File: src/rtl/rdma_pkg.sv
package rdma_pkg;
  localparam int BYTE_W    = 8;
  localparam int LANES     = 2;
  localparam int PORT_W    = LANES * BYTE_W;
  localparam int ADDR_W    = 16;
  localparam int CNT_W     = 16;
  localparam int REG_AW    = 4;
  localparam int FIELD_LSB = 3;
  localparam int FIELD_W   = 3;
  localparam int DONE_BIT  = 6;
  localparam int WORD_BIT  = 0;

  localparam logic [FIELD_W-1:0] CODE_READ  = 3'd1;
  localparam logic [FIELD_W-1:0] CODE_WRITE = 3'd2;
  localparam logic [FIELD_W-1:0] CODE_ABORT = 3'd4;

  localparam logic [REG_AW-1:0] RA_CMD    = 4'd0;
  localparam logic [REG_AW-1:0] RA_STRT_L = 4'd1;
  localparam logic [REG_AW-1:0] RA_STRT_H = 4'd2;
  localparam logic [REG_AW-1:0] RA_CNT_L  = 4'd3;
  localparam logic [REG_AW-1:0] RA_CNT_H  = 4'd4;
  localparam logic [REG_AW-1:0] RA_CUR_L  = 4'd5;
  localparam logic [REG_AW-1:0] RA_CUR_H  = 4'd6;
  localparam logic [REG_AW-1:0] RA_STAT   = 4'd7;
  localparam logic [REG_AW-1:0] RA_CFG    = 4'd8;
  localparam logic [REG_AW-1:0] RA_REM_L  = 4'd9;
  localparam logic [REG_AW-1:0] RA_REM_H  = 4'd10;

  typedef enum logic [1:0] {RUN_IDLE, RUN_READ, RUN_WRITE} runModeT;

  typedef struct packed {
    logic loadRun;
    logic step;
  } ctrlStbT;
endpackage

File: src/rtl/rdma_ctrl.sv
module rdma_ctrl
  import rdma_pkg::*;
(
  input  logic               clk,
  input  logic               rstN,
  input  logic               regWr,
  input  logic [REG_AW-1:0]  regAddr,
  input  logic [FIELD_W-1:0] wrField,
  input  logic               wrDoneBit,
  input  logic               portRd,
  input  logic               portWr,
  input  logic               lastStep,
  input  logic               cntIsZero,
  output ctrlStbT            stb,
  output runModeT            runMode,
  output logic               doneFlag,
  output logic [FIELD_W-1:0] cmdField
);
  logic    cmdWr, startRead, startWrite, abortCmd, setDone, clrDone;
  runModeT runNext;

  assign cmdWr      = regWr && (regAddr == RA_CMD);
  assign startRead  = cmdWr && (wrField == CODE_READ);
  assign startWrite = cmdWr && (wrField == CODE_WRITE);
  assign abortCmd   = cmdWr && (wrField == CODE_ABORT);

  // A command write in the same cycle takes precedence over a port access.
  assign stb.loadRun = startRead || startWrite;
  assign stb.step    = !cmdWr &&
                       (((runMode == RUN_READ)  && portRd) ||
                        ((runMode == RUN_WRITE) && portWr));

  assign setDone = (stb.loadRun && cntIsZero) || (stb.step && lastStep);
  assign clrDone = regWr && (regAddr == RA_STAT) && wrDoneBit;

  always_comb begin
    runNext = runMode;
    if (stb.loadRun) begin
      if (cntIsZero)       runNext = RUN_IDLE;
      else if (startRead)  runNext = RUN_READ;
      else                 runNext = RUN_WRITE;
    end else if (abortCmd) begin
      runNext = RUN_IDLE;
    end else if (stb.step && lastStep) begin
      runNext = RUN_IDLE;
    end
  end

  always_ff @(posedge clk or negedge rstN) begin
    if (!rstN) begin
      runMode  <= RUN_IDLE;
      doneFlag <= 1'b0;
      cmdField <= '0;
    end else begin
      runMode <= runNext;
      if (cmdWr) cmdField <= wrField;
      if (setDone)      doneFlag <= 1'b1;
      else if (clrDone) doneFlag <= 1'b0;
    end
  end
endmodule

File: src/rtl/rdma_dp.sv
module rdma_dp
  import rdma_pkg::*;
(
  input  logic               clk,
  input  logic               rstN,
  input  logic               regWr,
  input  logic [REG_AW-1:0]  regAddr,
  input  logic [BYTE_W-1:0]  regWrData,
  input  ctrlStbT            stb,
  input  runModeT            runMode,
  input  logic               doneFlag,
  input  logic [FIELD_W-1:0] cmdField,
  input  logic [PORT_W-1:0]  portWrData,
  input  logic [PORT_W-1:0]  memRdData,
  output logic [PORT_W-1:0]  portRdData,
  output logic [ADDR_W-1:0]  memAddr,
  output logic [PORT_W-1:0]  memWrData,
  output logic [LANES-1:0]   memWe,
  output logic [BYTE_W-1:0]  regRdData,
  output logic               lastStep,
  output logic               cntIsZero,
  output logic               wordMode
);
  logic [ADDR_W-1:0] startAddr, curAddr;
  logic [CNT_W-1:0]  byteCount, remCount, stepSize;
  logic              writeStep;

  assign stepSize  = wordMode ? CNT_W'(2) : CNT_W'(1);
  assign lastStep  = remCount <= stepSize;
  assign cntIsZero = (byteCount == '0);
  assign writeStep = stb.step && (runMode == RUN_WRITE);
  assign memAddr   = curAddr;
  assign memWrData = portWrData;

  for (genvar k = 0; k < LANES; k++) begin : g_lane
    if (k == 0) begin : g_base
      assign memWe[k] = writeStep;
      assign portRdData[k*BYTE_W +: BYTE_W] = memRdData[k*BYTE_W +: BYTE_W];
    end else begin : g_wide
      assign memWe[k] = writeStep && wordMode;
      assign portRdData[k*BYTE_W +: BYTE_W] =
        wordMode ? memRdData[k*BYTE_W +: BYTE_W] : '0;
    end
  end

  always_ff @(posedge clk or negedge rstN) begin
    if (!rstN) begin
      startAddr <= '0;
      byteCount <= '0;
      curAddr   <= '0;
      remCount  <= '0;
      wordMode  <= 1'b0;
    end else begin
      if (regWr) begin
        case (regAddr)
          RA_STRT_L: startAddr[BYTE_W-1:0]      <= regWrData;
          RA_STRT_H: startAddr[ADDR_W-1:BYTE_W] <= regWrData;
          RA_CNT_L:  byteCount[BYTE_W-1:0]      <= regWrData;
          RA_CNT_H:  byteCount[CNT_W-1:BYTE_W]  <= regWrData;
          RA_CFG:    wordMode                   <= regWrData[WORD_BIT];
          default: ;
        endcase
      end
      if (stb.loadRun) begin
        curAddr  <= startAddr;
        remCount <= byteCount;
      end else if (stb.step) begin
        curAddr  <= curAddr + ADDR_W'(stepSize);
        remCount <= lastStep ? '0 : remCount - stepSize;
      end
    end
  end

  always_comb begin
    regRdData = '0;
    case (regAddr)
      RA_CMD:    regRdData[FIELD_LSB +: FIELD_W] = cmdField;
      RA_STRT_L: regRdData = startAddr[BYTE_W-1:0];
      RA_STRT_H: regRdData = startAddr[ADDR_W-1:BYTE_W];
      RA_CNT_L:  regRdData = byteCount[BYTE_W-1:0];
      RA_CNT_H:  regRdData = byteCount[CNT_W-1:BYTE_W];
      RA_CUR_L:  regRdData = curAddr[BYTE_W-1:0];
      RA_CUR_H:  regRdData = curAddr[ADDR_W-1:BYTE_W];
      RA_STAT:   regRdData[DONE_BIT] = doneFlag;
      RA_CFG:    regRdData[WORD_BIT] = wordMode;
      RA_REM_L:  regRdData = remCount[BYTE_W-1:0];
      RA_REM_H:  regRdData = remCount[CNT_W-1:BYTE_W];
      default: ;
    endcase
  end
endmodule

File: src/rtl/rdma_port_engine.sv
module rdma_port_engine
  import rdma_pkg::*;
(
  input  logic              clk,
  input  logic              rstN,
  input  logic              regWr,
  input  logic [REG_AW-1:0] regAddr,
  input  logic [BYTE_W-1:0] regWrData,
  output logic [BYTE_W-1:0] regRdData,
  input  logic              portRd,
  input  logic              portWr,
  input  logic [PORT_W-1:0] portWrData,
  output logic [PORT_W-1:0] portRdData,
  output logic [ADDR_W-1:0] memAddr,
  input  logic [PORT_W-1:0] memRdData,
  output logic [PORT_W-1:0] memWrData,
  output logic [LANES-1:0]  memWe,
  output logic              rdmaDone
);
  ctrlStbT            stb;
  runModeT            runMode;
  logic               doneFlag, lastStep, cntIsZero, wordMode;
  logic               stepStb, loadStb;
  logic [FIELD_W-1:0] cmdField;

  assign rdmaDone = doneFlag;
  assign stepStb  = stb.step;
  assign loadStb  = stb.loadRun;

  rdma_ctrl u_ctrl (
    .clk       (clk),
    .rstN      (rstN),
    .regWr     (regWr),
    .regAddr   (regAddr),
    .wrField   (regWrData[FIELD_LSB +: FIELD_W]),
    .wrDoneBit (regWrData[DONE_BIT]),
    .portRd    (portRd),
    .portWr    (portWr),
    .lastStep  (lastStep),
    .cntIsZero (cntIsZero),
    .stb       (stb),
    .runMode   (runMode),
    .doneFlag  (doneFlag),
    .cmdField  (cmdField)
  );

  rdma_dp u_dp (
    .clk        (clk),
    .rstN       (rstN),
    .regWr      (regWr),
    .regAddr    (regAddr),
    .regWrData  (regWrData),
    .stb        (stb),
    .runMode    (runMode),
    .doneFlag   (doneFlag),
    .cmdField   (cmdField),
    .portWrData (portWrData),
    .memRdData  (memRdData),
    .portRdData (portRdData),
    .memAddr    (memAddr),
    .memWrData  (memWrData),
    .memWe      (memWe),
    .regRdData  (regRdData),
    .lastStep   (lastStep),
    .cntIsZero  (cntIsZero),
    .wordMode   (wordMode)
  );
endmodule

File: config.mk
export PLATFORM = sky130hd
export DESIGN_NAME = rdma_port_engine
export DESIGN_NICKNAME = d
export VERILOG_FILES = /design/src/rtl/rdma_pkg.sv /design/src/rtl/rdma_ctrl.sv /design/src/rtl/rdma_dp.sv /design/src/rtl/rdma_port_engine.sv
export SDC_FILE = /design/constraint.sdc
export NUM_CORES = 1
export LEC_CHECK = 0
export BUFFER_PORTS_ARGS = -buffer_cell sky130_fd_sc_hd__buf_2
export CAP_MARGIN = 30
export CORE_MARGIN = 2
export CORE_UTILIZATION = 46
export DETAILED_ROUTE_END_ITERATION = 12
export PLACE_DENSITY = 0.81
export SETUP_SLACK_MARGIN = 0.05
export SLEW_MARGIN = 5
export SYNTH_ARGS = -nofsm -noshare
export SYNTH_HDL_FRONTEND = slang
export SYNTH_SLANG_ARGS = --single-unit
File: constraint.sdc
create_clock -name clk -period 3.5 [get_ports clk]
set_input_delay 0.7 -clock clk [delete_from_list [all_inputs] [get_ports clk]]
set_output_delay 0.7 -clock clk [all_outputs]
set_load 0.03 [all_outputs]
# == After elaboration in Yosys (flattened, before gate mapping) ==
# Cells that the tools add are included.
# word_totals
word_cells,74
out_inout_bits,59
reg_bits,71
inputBits,49
# op_classes
add_sub_neg,2
muxes,19
n_lt_le_gt_ge,1
eq_ne,15
reduce_logical,27
# op_table
op,n
$mux W16,5
$pmux W3 S9,1
$pmux W1 S9,2
$add A16 B16 Y16,1
$eq A4 B3 Y1 const B,4
$le A16 B16 Y1,1
$logic_not A16 Y1,1
$pmux W2 S8,1
$sub A16 B16 Y16,1
$logic_and A1 B1 Y1,13
$eq A4 B4 Y1 const B,3
$mux W2,6
$reduce_and A2 Y1,5
$eq A4 B2 Y1 const B,2
$mux W8,1
$pmux W1 S8,1
$eq A4 B1 Y1 const B,1
$logic_not A4 Y1,1
$reduce_bool A2 Y1,2
$eq A3 B1 Y1 const B,1
$eq A3 B2 Y1 const B,1
$eq A3 B3 Y1 const B,1
$logic_or A1 B1 Y1,3
$reduce_bool A3 Y1,1
4 further kinds,5

# == Depth between registers and ports, before layout ==
# Gate-level depths: netlist of run 1.
# logic_depth
depth_word,8
depth_mapped,10
mapped_depth_nobuf,8

# == Cells and area by module ==
# From an unflattened synthesis of run 1, not the netlist that was laid out.
# hier_totals
cells_unflattened,477
area_unflattened_um2,4568.1
# by_module_without_submodules
mod,area_each_um2,instances,cells_per_inst,seq_area_each_um2
rdma_dp,4194.0,1,446,1626.6
rdma_ctrl,374.1,1,31,150.1

# == Worst setup path before layout of run 1 ==
# OpenSTA, ideal clock, no wires.
# synth_path
path_kind,input-to-output
startpoint,input port regWr
endpoint,output port memWe[1]
path_stages,6
path_buffers,3
slack_ps,448
t_arrival_ps,2352
t_required_ps,2800
path_cell_list,buf_2 > nor3b_4 > o2bb2ai_2 > buf_4 > buf_2 > nor4_1
# synth_via
elab_chain_len,5
# synth_rtl
item,line,text
"start, declared",rdma_port_engine.sv:6,"input logic regWr,"
$logic_and A1 B1 Y1,rdma_ctrl.sv:22,assign cmdWr = regWr && (regAddr == RA_CMD);
$logic_not A1 Y1,rdma_ctrl.sv:29,assign stb.step = !cmdWr &&
$logic_and A1 B1 Y1,rdma_ctrl.sv:29,
$logic_and A1 B1 Y1,rdma_dp.sv:31,assign writeStep = stb.step && (runMode == RUN_WRITE);
$logic_and A1 B1 Y1,rdma_dp.sv:40,assign memWe[k] = writeStep && wordMode;
"end, declared",rdma_port_engine.sv:17,"output logic [LANES-1:0] memWe,"
# Every way passes these cells.

# == Worst setup path after layout of run 1 ==
# layout_path
startpoint,input port regAddr[0]
endpoint,output port regRdData[3]
# layout_via
elab_chain_len,2
elab_cells_between_ends,10
cone_classes,eq/ne: 8; mux: 1; reduce/logical: 1
# layout_rtl
item,line,text
"start, declared",rdma_port_engine.sv:7,"input logic [REG_AW-1:0] regAddr,"
"$eq A4 B4 Y1, or another cell as far along",rdma_dp.sv:76,case (regAddr)
$pmux W3 S9 (*),rdma_dp.sv:76,
"end, declared",rdma_port_engine.sv:9,"output logic [BYTE_W-1:0] regRdData,"
# Mark *: on every way between the ends. The rest lies on a longest branch, timed or not.

==> metrics, run 1 <==
status complete, no violations; dpl ws 0.508 ns; HPWL after DPL 10,100 µm; RSZ-0062 raised after global routing false; TNS Setup 0 ns; Placed Instances 635; Achievable Freq 331 MHz; Total GRT Usage 0.260; Data required, critical path 2.80 ns; initial core utilization 0.470; DR pass1 iterations 5; Leak Pwr 2.15 nW; Final Hold Fails 0; Syn Area/Cell 9.34 µm²; Worst slew margin 0.477; largest net degree at the start of global routing 72; CP startpoint regAddr[0]; Hold WS 0.223 ns; CTS clk-pin slew, worst paths 0.07 ns; vias in the first global route 4,042; crit start category input port; total power 3.07 mW; Worst Max-Slew Pin Slew 0.783 ns; final wirelength 13,700 µm; final worst-path setup slack 0.475 ns; Max clock buf depth 2; WS Path Type in2out; vias per std cell 6.37; FFs w/ async S/R, synth 1.00; Clock power frac 0.243; EDFF count, synth 0; peak supply drop 0.254 mV; part of the power in registers 0.437; r2r startpoint u_dp.wordMode; post-placement cell area 4760 µm²; synth unique cells 67; master of the slowest instance on the critical path mux2_2; area of the multi-input gates 2410 µm²; sequential area share after synthesis 0.388; Pwr Density 614 nW/µm²; x dimension of the die 104 µm; final setup fails 0; switching power of the nets 1.24 mW; Post-Layout Cell Count 651; CTS H-Tree Depth 3; # hold bufs at CTS 0; via count 4,146; Final nets 569; Layout area overhead 9.38%; critical path peak fanout 23; Overflow after GRT 0; number of cells produced by synthesis 490; Slew Limit Fails 0; DR DRC count 0; most frequent cell after synthesis dfrtp_1; Routed Antenna Nets 0; share of layout cells above drive strength 1 0.255; filler cell count 914; # rows 36; synthesis-stage register bit count 71; MaxCap Viol Count 0; switching share of power 0.403; Worst Path Arrival 2.32 ns; crit path time final 3.02 ns; post-CTS resize count 0; Final Wtd Congestion 0.971; Yosys top cell by area dfrtp_1; share of the synthesized area in the top cell type 0.388; io pins 108; Period Utilization, post-route 0.864; CTS tree done; final design utilization 0.514; Clock Sinks 71; Netlist Area Pre-Place 4580 µm²; list of most frequent post-synthesis cells 71 x dfrtp_1, 48 x nand2_1, 37 x o21ai_0; postcts setup bufs 0; antenna violations before repair 0; Post-Layout Inst Area 5000 µm²; TritonCTS Buffers 9; Setup crit end kind output port; ys flop type dfrtp_1; Int Pwr 1.83 mW; Logic pwr share 0.320; Syn Nets 545; largest stage delay on the critical path 0.39 ns; wire per inst 21.1 µm; Hold Crit Class in2async; Starting DRT DRC Count 417; worst-path cell chain buf_2 > mux2_2 > a221oi_1 > a21oi_1 > a21oi_1 > o221ai_1 > buf_2; synth top area cells dfrtp_1 39%, mux2_2 7.9%, buf_4 4.3%; Die Span Y 104 µm; latest clock arrival within the worst-skew pair 0.35 ns; number of port buffers 59; Antenna Cells 0; DIE AREA 10,800 µm²; core area 9730 µm²; first-pass GRT wire length 22,000 µm; Worst Skew 0.0104 ns; Synth Warn # 0; Register Area 1780 µm²; CTS root buffer clkbuf_8
cell families after synthesis:
| family | synth area share |
|---|---|
| flip-flops | 0.388 |
| multiplexers | 0.103 |
| XOR/XNOR | 0.0172 |
| buffers and inverters | 0.0859 |
| adder cells (fa/ha/maj) | 0.0197 |
| AND/OR/NAND/NOR | 0.210 |
| AO/OA/AOI/OAI | 0.175 |
critical path, delay by kind of cell:
family          cells  cell delay [ns]
compound gates      4             0.67
buf+inv             2             0.56
mux                 1             0.39
metal layers:
layer  share of wire  track usage  wire length [µm]
met5               0            0                 0
met2            0.45        0.406              6150
met1            0.40        0.345              5490
met3            0.11       0.0654              1460
met4           0.044        0.109               603
final timing paths:
| kind | to | slack [ns] | cells past startpoint |
|---|---|---|---|
| max | regRdData[3] | 0.48 | 7 |
| min | u_dp.startAddr[15] | 0.22 | 2 |
| max reg2reg | u_dp.remCount[12] | 0.53 | 8 |
| min reg2reg | u_ctrl.cmdField[1] | 0.48 | 2 |
| max in group asynchronous | u_dp.remCount[13] | 2.77 | 3 |
| min in group clk | u_ctrl.cmdField[1] | 0.48 | 2 |
sequential cells by signal, summed over array words and instances, names as in the netlist:
signal / cells
u_dp.startAddr: 16
u_ctrl.cmdField: 3
u_dp.byteCount: 16
u_ctrl.doneFlag: 1
u_dp.remCount: 16
u_ctrl.runMode: 2
u_dp.memAddr: 16
u_dp.wordMode: 1
cells in the final DEF, fill, tap and decap left out, types with 9 or more instances in the layout:
cell,instances
dfrtp_1,71
buf_2,59
nand2_1,48
o21ai_0,37
mux2_2,32
nor2_1,29
nand3_1,21
nor2b_1,13
a21oi_1,13
inv_1,12
a31oi_1,11
a22oi_1,11
nand4_1,10
clkbuf_8,10
mux2i_1,9
nor3_1,9
nor4_1,9
buf_4,9
power by group through the flow:
| stage | clock [mW] | combinational, mW | sequential, mW |
|---|---|---|---|
| 2_1_floorplan | 0 | 0.733 | 1.27 |
| 3_3_place_gp | 0 | 0.940 | 1.34 |
| 3_5_place_dp | 0 | 0.974 | 1.34 |
| 4_1_cts | 0.748 | 0.977 | 1.33 |
| 5_1_grt | 0.783 | 1.08 | 1.37 |
| 6_report | 0.746 | 0.983 | 1.34 |
final cells by class:
| cell class | instances | share of cell area |
|---|---|---|
| Multi-Input combinational cell | 351 | 0.481 |
| Sequential cell | 71 | 0.355 |
| Inverter | 12 | 0.00900 |
| Tap cell | 133 | 0.0333 |
| Clock inverter | 5 | 0.0165 |
| Timing Repair Buffer | 69 | 0.0780 |
| Clock buffer | 10 | 0.0275 |
No activity file was read; power rests on OpenSTA's default activity.
==> run 2, diff against run 1 <==
ABC_AREA = 1   (was not set)
CORE_UTILIZATION = 45   (was 46)
PLACE_DENSITY = 0.79   (was 0.81)
==> run 2 against run 1 <==
Sequential share of layout area is 1.4 points lower. Clock skew is 0.00071 ns lower. Critical path type unchanged. Maximum frequency is 6.4% higher. Area after synthesis increased by 5.2%. Cell area is 4.0% higher. Clock power fell by 13%. Combinational power grew 40%.
==> metrics, run 2 <==
status complete, no violations; Overflow after GRT 0; sequential area share after synthesis 0.369; TNS Setup 0 ns; worst-path cell chain buf_2 > inv_1 > nor2_1 > nand2_1 > o22ai_1 > nor2_1 > o211ai_1 > buf_2; CTS tree done; CTS H-Tree Depth 3; Starting DRT DRC Count 510; Max clock buf depth 2; commonest non-fill, non-tap cell in the layout nand2_1; Worst Max-Slew Pin Slew 0.679 ns; Yosys top cell by area dfrtp_1; Worst slew margin 0.546; latest clock arrival within the worst-skew pair 0.36 ns; Final Wtd Congestion 0.995; EDFF count, synth 0; Achievable Freq 352 MHz; Slew Limit Fails 0; CTS root buffer clkbuf_8; CTS clk-pin slew, worst paths 0.07 ns; Leak Pwr 2.72 nW; x dimension of the die 107 µm; crit start category input port; master of the slowest instance on the critical path nor2_1; DIE AREA 11,500 µm²; share of layout cells above drive strength 1 0.143; DR DRC count 0; Data required, critical path 2.80 ns; wire per inst 15.9 µm; Syn Nets 750; HPWL after DPL 10,200 µm; first-pass GRT wire length 21,800 µm; Netlist Area Pre-Place 4810 µm²; commonest non-fill, non-tap cells in the layout 234 x nand2_1, 79 x inv_1, 71 x dfrtp_1; vias in the first global route 4,162; largest stage delay on the critical path 0.33 ns; RSZ-0062 raised after global routing false; Hold Crit Class in2async; postcts setup bufs 0; Die Span Y 107 µm; number of port buffers 59; post-CTS resize count 0; Clock Sinks 71; via count 4,644; Total GRT Usage 0.246; synth unique cells 40; final setup fails 0; Placed Instances 852; Post-Layout Cell Count 868; Worst Skew 0.00969 ns; synthesis-stage register bit count 71; Syn Area/Cell 6.93 µm²; largest net degree at the start of global routing 72; # rows 37; Pwr Density 658 nW/µm²; vias per std cell 5.35; Routed Antenna Nets 0; # hold bufs at CTS 0; filler cell count 1,055; critical path peak fanout 8; io pins 108; Layout area overhead 8.11%; most frequent cell after synthesis nand2_1; crit path time final 2.84 ns; peak supply drop 0.258 mV; TritonCTS Buffers 9; synth top area cells dfrtp_1 37%, nand2_1 18%, nand3_1 6.2%; DR pass1 iterations 6; Final Hold Fails 0; MaxCap Viol Count 0; final wirelength 13,800 µm; list of most frequent post-synthesis cells 234 x nand2_1, 79 x inv_1, 71 x dfrtp_1; Antenna Cells 0; Setup crit end kind output port; worst path buffer plus inverter count 3; ys flop type dfrtp_1; Post-Layout Inst Area 5200 µm²; initial core utilization 0.464; WS Path Type in2out; FFs w/ async S/R, synth 1.00; antenna violations before repair 0; share of the synthesized area in the top cell type 0.369; Synth Warn # 0; number of cells produced by synthesis 695; post-placement cell area 5020 µm²; core area 10,400 µm²; Worst Path Arrival 2.14 ns; Period Utilization, post-route 0.812; CP delay by family, top simple AND/OR/NAND/NOR gates; Final nets 782
==> run 2: where the power goes <==
part / total (mW) / internal, mW / leakage (nW) / switching, mW
clock network: 0.650 / 0.327 / 0.0960 / 0.323
registers: 1.39 / 1.06 / 0.919 / 0.335
logic: 1.38 / 0.449 / 1.71 / 0.934
==> run 2: area by class of cell <==
cell class,count,area (µm²),share of cell area
tap,136,170,0.0327
clock inverter,6,61.3,0.0118
multi-input combinational,497,2420,0.465
inverter,88,333,0.0639
timing repair buffer,60,315,0.0606
clock buffer,10,128,0.0245
sequential,71,1780,0.341
==> run 2: worst paths after layout <==
path,from,end,slack (ns),cells after the start
max in group asynchronous,rstN,u_dp.byteCount[3],2.84,2
min in group clk,u_ctrl.cmdField[1],u_ctrl.cmdField[1],0.51,2
worst min register to register,u_ctrl.cmdField[1],u_ctrl.cmdField[1],0.51,2
worst max-delay path,regAddr[3],regRdData[1],0.66,8
worst min-delay path,rstN,u_dp.startAddr[7],0.36,2
worst max register to register,u_dp.wordMode,u_dp.remCount[7],0.78,12
==> run 2: worst register-to-register path, delay by kind of cell (launching register included) <==
| kind | cells | cell delay [ns] |
|---|---|---|
| adders and majority gates | 2 | 0.48 |
| buffers and inverters | 3 | 0.47 |
| DFF | 1 | 0.68 |
| and+or+nand+nor | 7 | 1.02 |
==> run 2: kinds of logic after synthesis <==
logic type | synth area share
simple gates | 0.358
buf+inv | 0.128
compound gates | 0.102
flops | 0.369
xor+xnor | 0.0236
fa+ha+maj | 0.0187
==> run 2: stage by stage <==
step                      total power [mW]   util  hold WS [ns]  worst slack, ns
after CTS                             3.41  0.502         0.378            0.660
after floorplan                       2.37      -         0.404            0.813
after global placement                2.74  0.484         0.472            0.768
after global routing                  3.67  0.502         0.387            0.555
after detailed placement              2.76  0.484         0.494            0.684
final                                 3.42  0.502         0.363            0.658
==> run 2: layer usage <==
metal	part of all wire	vias to the layer above	track usage
met2	0.45	225	0.357
met5	0	-	0
met3	0.096	31	0.0569
met4	0.025	0	0.0897
li1	-	2267	-
met1	0.43	2121	0.356
